File: src/rtl/sci_pkg.sv
package sci_pkg;

    typedef enum logic [2:0] {
        MD_NORMAL   = 3'd0,
        MD_NOP      = 3'd1,
        MD_PRE_ALL  = 3'd2,
        MD_LOAD_MR  = 3'd3,
        MD_AUTO_REF = 3'd4,
        MD_LOAD_EMR = 3'd5,
        MD_DEEP_PD  = 3'd6,
        MD_RSVD     = 3'd7
    } mode_e;

    typedef enum logic [1:0] {
        ST_IDLE,
        ST_FIRE,
        ST_HOLD,
        ST_DOWN
    } state_e;

    typedef struct packed {
        logic cs_n;
        logic ras_n;
        logic cas_n;
        logic we_n;
    } pins_t;

    localparam pins_t PINS_DESEL = pins_t'(4'b1111);
    localparam pins_t PINS_NOP   = pins_t'(4'b0111);
    localparam pins_t PINS_PRE   = pins_t'(4'b0010);
    localparam pins_t PINS_REF   = pins_t'(4'b0001);
    localparam pins_t PINS_MRS   = pins_t'(4'b0000);
    localparam pins_t PINS_DPD   = pins_t'(4'b0110);

endpackage

File: src/rtl/sci_mode_reg.sv
module sci_mode_reg
    import sci_pkg::*;
(
    input  logic       clk,
    input  logic       rst_n,
    input  logic       wr_en,
    input  logic [2:0] wr_data,
    output mode_e      mode
);

    always_ff @(posedge clk or negedge rst_n) begin
        if (!rst_n) begin
            mode <= MD_NORMAL;
        end else if (wr_en && (wr_data != MD_RSVD)) begin
            mode <= mode_e'(wr_data);
        end
    end

    AST_RSVD_IGNORED: assert property (@(posedge clk) disable iff (!rst_n)
        (wr_en && wr_data == 3'd7) |=> $stable(mode));

endmodule

File: src/rtl/sci_cmd_decode.sv
module sci_cmd_decode
    import sci_pkg::*;
#(
    parameter int SA_W = 13,
    parameter int BA_W = 2,
    localparam int MW_W = SA_W + BA_W,
    localparam int PRE_BIT = 10
) (
    input  mode_e            mode,
    input  logic [MW_W-1:0]  mode_word,
    output pins_t            pins,
    output logic [SA_W-1:0]  addr,
    output logic [BA_W-1:0]  ba
);

    always_comb begin
        pins = PINS_DESEL;
        addr = '0;
        ba   = '0;
        unique case (mode)
            MD_NOP: begin
                pins = PINS_NOP;
            end
            MD_PRE_ALL: begin
                pins = PINS_PRE;
                addr[PRE_BIT] = 1'b1;
            end
            MD_LOAD_MR: begin
                pins = PINS_MRS;
                addr = mode_word[SA_W-1:0];
            end
            MD_AUTO_REF: begin
                pins = PINS_REF;
            end
            MD_LOAD_EMR: begin
                pins = PINS_MRS;
                addr = mode_word[SA_W-1:0];
                ba   = mode_word[MW_W-1:SA_W];
            end
            MD_DEEP_PD: begin
                pins = PINS_DPD;
            end
            default: begin
                pins = PINS_DESEL;
            end
        endcase
    end

endmodule

File: src/rtl/sci_gap_timer.sv
module sci_gap_timer #(
    parameter int GAP_W = 4
) (
    input  logic             clk,
    input  logic             rst_n,
    input  logic             load,
    input  logic [GAP_W-1:0] load_val,
    output logic             last
);

    logic [GAP_W-1:0] count;

    always_ff @(posedge clk or negedge rst_n) begin
        if (!rst_n) begin
            count <= '0;
        end else if (load) begin
            count <= load_val;
        end else if (count != '0) begin
            count <= count - 1'b1;
        end
    end

    assign last = (count == {{(GAP_W-1){1'b0}}, 1'b1});

    AST_GAP_NO_WRAP: assert property (@(posedge clk) disable iff (!rst_n)
        (!load && count == '0) |=> (count == '0));

endmodule

File: src/rtl/sdram_cmd_issuer.sv
module sdram_cmd_issuer
    import sci_pkg::*;
#(
    parameter int HA_W  = 16,
    parameter int SA_W  = 13,
    parameter int BA_W  = 2,
    parameter int GAP_W = 4,
    localparam int MW_W = SA_W + BA_W,
    localparam int PRE_BIT = 10
) (
    input  logic             clk,
    input  logic             rst_n,
    input  logic             mode_wr_en,
    input  logic [2:0]       mode_wr_data,
    input  logic [GAP_W-1:0] gap_cycles,
    input  logic             host_req,
    input  logic             host_we,
    input  logic [HA_W-1:0]  host_addr,
    output logic             host_ack,
    output logic             eng_req,
    output logic             eng_we,
    output logic [HA_W-1:0]  eng_addr,
    input  logic             eng_ack,
    output logic             sdr_cs_n,
    output logic             sdr_ras_n,
    output logic             sdr_cas_n,
    output logic             sdr_we_n,
    output logic [SA_W-1:0]  sdr_addr,
    output logic [BA_W-1:0]  sdr_ba,
    output logic             sdr_cke,
    output logic             refresh_err
);

    mode_e           mode;
    state_e          state, state_nx;
    pins_t           dec_pins, pins_q, pins_o;
    logic [SA_W-1:0] dec_addr, addr_q;
    logic [BA_W-1:0] dec_ba, ba_q;
    logic            dpd_q, err_q, banks_idle, gap_last;
    logic            go_fire, exit_down, load_gap;

    sci_mode_reg u_mode (
        .clk     (clk),
        .rst_n   (rst_n),
        .wr_en   (mode_wr_en),
        .wr_data (mode_wr_data),
        .mode    (mode)
    );

    sci_cmd_decode #(.SA_W(SA_W), .BA_W(BA_W)) u_dec (
        .mode      (mode),
        .mode_word (host_addr[MW_W-1:0]),
        .pins      (dec_pins),
        .addr      (dec_addr),
        .ba        (dec_ba)
    );

    sci_gap_timer #(.GAP_W(GAP_W)) u_gap (
        .clk      (clk),
        .rst_n    (rst_n),
        .load     (load_gap),
        .load_val (gap_cycles),
        .last     (gap_last)
    );

    assign go_fire   = (state == ST_IDLE) && host_req && (mode != MD_NORMAL);
    assign exit_down = mode_wr_en && (mode_wr_data != MD_DEEP_PD) && (mode_wr_data != MD_RSVD);
    assign load_gap  = (state == ST_FIRE) && !dpd_q && (gap_cycles != '0);

    // next-state logic
    always_comb begin
        state_nx = state;
        unique case (state)
            ST_IDLE: if (go_fire) state_nx = ST_FIRE;
            ST_FIRE: begin
                if (dpd_q)                  state_nx = ST_DOWN;
                else if (gap_cycles == '0)  state_nx = ST_IDLE;
                else                        state_nx = ST_HOLD;
            end
            ST_HOLD: if (gap_last)  state_nx = ST_IDLE;
            ST_DOWN: if (exit_down) state_nx = ST_IDLE;
            default: state_nx = ST_IDLE;
        endcase
    end

    // state register and command capture
    always_ff @(posedge clk or negedge rst_n) begin
        if (!rst_n) begin
            state      <= ST_IDLE;
            pins_q     <= PINS_DESEL;
            addr_q     <= '0;
            ba_q       <= '0;
            dpd_q      <= 1'b0;
            err_q      <= 1'b0;
            banks_idle <= 1'b0;
        end else begin
            state <= state_nx;
            if (go_fire) begin
                pins_q <= dec_pins;
                addr_q <= dec_addr;
                ba_q   <= dec_ba;
                dpd_q  <= (mode == MD_DEEP_PD);
                err_q  <= (mode == MD_AUTO_REF) && !banks_idle;
                if (mode == MD_PRE_ALL) banks_idle <= 1'b1;
            end else if (eng_req && eng_ack) begin
                banks_idle <= 1'b0;
            end
        end
    end

    // output logic
    always_comb begin
        pins_o      = PINS_DESEL;
        sdr_addr    = '0;
        sdr_ba      = '0;
        sdr_cke     = 1'b1;
        host_ack    = 1'b0;
        eng_req     = 1'b0;
        refresh_err = 1'b0;
        unique case (state)
            ST_IDLE: begin
                if (mode == MD_NORMAL) begin
                    eng_req  = host_req;
                    host_ack = host_req && eng_ack;
                end
            end
            ST_FIRE: begin
                pins_o      = pins_q;
                sdr_addr    = addr_q;
                sdr_ba      = ba_q;
                host_ack    = 1'b1;
                refresh_err = err_q;
            end
            ST_HOLD: begin
                host_ack = 1'b0;
            end
            ST_DOWN: begin
                sdr_cke  = 1'b0;
                host_ack = host_req;
            end
            default: begin
                pins_o = PINS_DESEL;
            end
        endcase
    end

    assign eng_we    = host_we;
    assign eng_addr  = host_addr;
    assign sdr_cs_n  = pins_o.cs_n;
    assign sdr_ras_n = pins_o.ras_n;
    assign sdr_cas_n = pins_o.cas_n;
    assign sdr_we_n  = pins_o.we_n;

    AST_ENG_ONLY_NORMAL: assert property (@(posedge clk) disable iff (!rst_n)
        eng_req |-> (sdr_cs_n && mode == MD_NORMAL));

    AST_CMD_ONE_CYCLE: assert property (@(posedge clk) disable iff (!rst_n)
        !sdr_cs_n |=> sdr_cs_n);

    AST_CMD_ACKED: assert property (@(posedge clk) disable iff (!rst_n)
        !sdr_cs_n |-> host_ack);

    AST_PRE_ADDR10: assert property (@(posedge clk) disable iff (!rst_n)
        ({sdr_cs_n, sdr_ras_n, sdr_cas_n, sdr_we_n} == 4'b0010) |-> sdr_addr[PRE_BIT]);

    AST_ERR_WITH_REFRESH: assert property (@(posedge clk) disable iff (!rst_n)
        refresh_err |-> ({sdr_cs_n, sdr_ras_n, sdr_cas_n, sdr_we_n} == 4'b0001));

    AST_CKE_AFTER_DPD: assert property (@(posedge clk) disable iff (!rst_n)
        $fell(sdr_cke) |-> $past({sdr_cs_n, sdr_ras_n, sdr_cas_n, sdr_we_n} == 4'b0110));

endmodule

File: config.mk
export PLATFORM = sky130hd
export DESIGN_NAME = sdram_cmd_issuer
export DESIGN_NICKNAME = d
export VERILOG_FILES = /design/src/rtl/sci_pkg.sv /design/src/rtl/sci_mode_reg.sv /design/src/rtl/sci_cmd_decode.sv /design/src/rtl/sci_gap_timer.sv /design/src/rtl/sdram_cmd_issuer.sv
export SDC_FILE = /design/constraint.sdc
export NUM_CORES = 1
export LEC_CHECK = 0
export ABC_AREA = 1
export BUFFER_PORTS_ARGS = -buffer_cell sky130_fd_sc_hd__buf_2
export CORE_MARGIN = 2
export CORE_UTILIZATION = 43
export CTS_CLUSTER_DIAMETER = 80
export DETAILED_ROUTE_END_ITERATION = 7
export GPL_ROUTABILITY_DRIVEN = 1
export GPL_TIMING_DRIVEN = 0
export PLACE_DENSITY = 0.68
export SLEW_MARGIN = 20
export SYNTH_ARGS = -nofsm -noshare
export SYNTH_HDL_FRONTEND = slang
export SYNTH_SLANG_ARGS = --single-unit
File: constraint.sdc
create_clock -name clk -period 1.3 [get_ports clk]
set_input_delay 0.26 -clock clk [delete_from_list [all_inputs] [get_ports clk]]
set_output_delay 0.26 -clock clk [all_outputs]
set_load 0.01 [all_outputs]
==> metrics <==
Hold Crit Class=primary input to asynchronous set/reset pin; Placed Cells incl. Taps=352; Final Max Tran Viols=0; final WL=5480 um; syn_nets=268; CTS sink count=31; register-to-register setup slack=-300 ps; RSZ-0062 raised after global routing=yes; Max Cap Viol=0; vias per cell=4.90; Max FO, Critical Path=3; Detail Route Antenna Nets=0; reg2reg end=u_gap.count[0]$_DFFE_PN0P_; Gate Count Post-Synth=236; routed length per instance=14.0 um; P_leak=1.56 nW; flops & latches, synth=31; Diodes inserted=0; drt first pass iters=4; run status=finished with violations; Synth area leader=dfrtp_1; row count=23; Slew HR=53.9%; clk root buf=clkbuf_8; setup ws final=-355 ps; critical path depth=6; Post-Syn Area=1840 sq um; worst-case clock buffer depth=2; clk slew on worst S/H paths=80 ps; CTS tree=done; IO Pins=69; cell mode on critical path=nor2_4; Post-synth ARST share=100%; TritonCTS Buffers=5; final instance area=3040 sq um; Worst-Skew Late Latency=300 ps; antenna violations before repair=0; RR Startpoint=state[1]$_DFFE_PN0P_; Critical Path Source=u_mode.mode[0]$_DFFE_PN0P_; crit-path max cell delay=430 ps; P per Cell Area=1920 nW/um^2; pin count of the biggest net entering global routing=32; CP Class=flop to output port; Die Y=69.5 um; ys flop type=dfrtp_1; Starting Density=45.5%; slowest cell on the critical path=dfrtp_2; total number of vias=1,921; GRT Overall Usage=21.7%; Worst Clk Skew=11.9 ps; die area=4830 sq um; Setup TNS=-8670 ps; DP HPWL=3060 um; ranking of synthesized cells by area=dfrtp_1 37%, nand2_1 8.5%, inv_1 7.9%; die extent in x=69.5 um; EDFF count, synth=0; Critical Path Sink=host_ack; fillcell total=287; Max Freq=604 MHz; most frequent cells after synthesis=42 x nand2_1, 39 x inv_1, 29 x nor2_1; crit start category=flop; Final Wtd Congestion=0.783; crit-path cells=nor2_4 > nand2_4 > nor2_4 > nand2_2 > o211ai_1 > buf_2; Top Family by Delay on Critical Path=flip-flops; peak supply drop=1250 uV; core box area=4060 sq um; YS warnings=0; Setup WS pre-CTS=-204 ps; Finished Layout Cells=392; synthesis-to-finish area growth=65.0%; share of cells above drive strength 1=61.7%; Yosys cell types=25; Yosys top cell area share=36.6%; first-pass GRT wire length=8410 um; top-count cell post-synth=nand2_1; initial drt markers=44; R2R cell count=11; vias in the first global route=1,835; crit path DAT=1400 ps; failing checks=negative setup slack; Critical Path RT=1040 ps; total grt overflow=0; Tmin final=1660 ps; Tightest Pin Transition=691 ps; crit share post-route=127%; Final Hold Viols=0; Port-buffer cells=66; endpoint class of the critical path=output port; sequential share of the synthesized area=42.3%; CP Buf/Inv Count=1; H-tree depth=2; final setup violating endpoints=46; dpl cell area=2240 sq um; syn avg cell area=7.81 sq um; nets@finish=373; # DRC=0
per-stage QoR:
stage / power (mW) / util [%] / hold WS (ps)
floorplan: 3.02 / - / -35.6
global placement: 3.50 / 55.3 / 345
detailed placement: 3.55 / 55.3 / 341
CTS: 5.30 / 68.2 / 32.4
global route: 6.24 / 75.0 / 70.8
finish: 5.85 / 75.0 / 6.47
worst min-delay path by stage:
stage,start,end,slack (ps)
global route,rst_n,err_q$_DFFE_PN0P_,70
floorplan,rst_n,addr_q[0]$_DFFE_PN0P_,-40
finish,rst_n,err_q$_DFFE_PN0P_,6
global placement,rst_n,u_gap.count[1]$_DFFE_PN0P_,340
detailed placement,rst_n,addr_q[3]$_DFFE_PN0P_,340
CTS,rst_n,addr_q[5]$_DFFE_PN0P_,30
layout make-up:
cell class,instances,area [sq um],share of cell area (%)
flip-flops and latches,31,785,25.8
clock inverters,2,35.0,1.15
well taps,50,62.6,2.06
multi-input cells,143,1010,33.2
clock buffers,6,82.6,2.71
repair buffers,98,703,23.1
plain buffers,22,204,6.70
inverters,40,160,5.26
state kept, by name (all words and copies together) (netlist names):
signal,flops
addr_q,13
ba_q,2
banks_idle,1
dpd_q,1
err_q,1
pins_q,4
state,2
u_gap.count,4
u_mode.mode,3
cell usage in the layout, fill, tap and decap left out, types with 9 or more instances in the layout:
cell,netlist,routed
buf_2,2,56
buf_4,18,35
buf_6,3,23
dfrtp_1,27,24
inv_1,39,35
nand2_1,42,30
nand2_2,3,9
nand3_1,24,9
nand3_2,0,13
nor2_1,29,11
nor2_2,2,11
nor2_4,0,10
o21ai_2,11,17
logic make-up after synthesis:
logic type	after synthesis	share of synthesized area (%)
flops	31	42.3
xor+xnor	1	0.475
fa+ha+maj	3	2.04
compound gates	32	11.2
simple gates	106	26.1
buf+inv	63	17.8
report_power, final:
part | internal [mW] | switching [mW] | total [mW]
Sequential | 1.42 | 0.216 | 1.64
Clock | 0.620 | 0.396 | 1.02
Combinational | 1.42 | 1.78 | 3.20
Total | 3.46 | 2.39 | 5.85
what timing repair did:
| action | in CTS | in global routing |
|---|---|---|
| gates resized for setup | 53 | 70 |
| buffers inserted | 20 | 12 |
| cloned | 5 | 0 |
| pin swaps | 5 | 16 |
| hold buffers | 0 | 0 |
| endpoints found under the setup margin | 39 | 50 |
| endpoints found under the hold margin | 0 | 0 |
routing by layer:
metal	GRT usage, %	vias up	routed length [um]
met5	0	-	0
met1	27.3	879	2210
li1	-	936	-
met4	7.19	0	197
met2	35.6	87	2680
met3	6.40	19	395
Power figures use the tool's default switching activity.
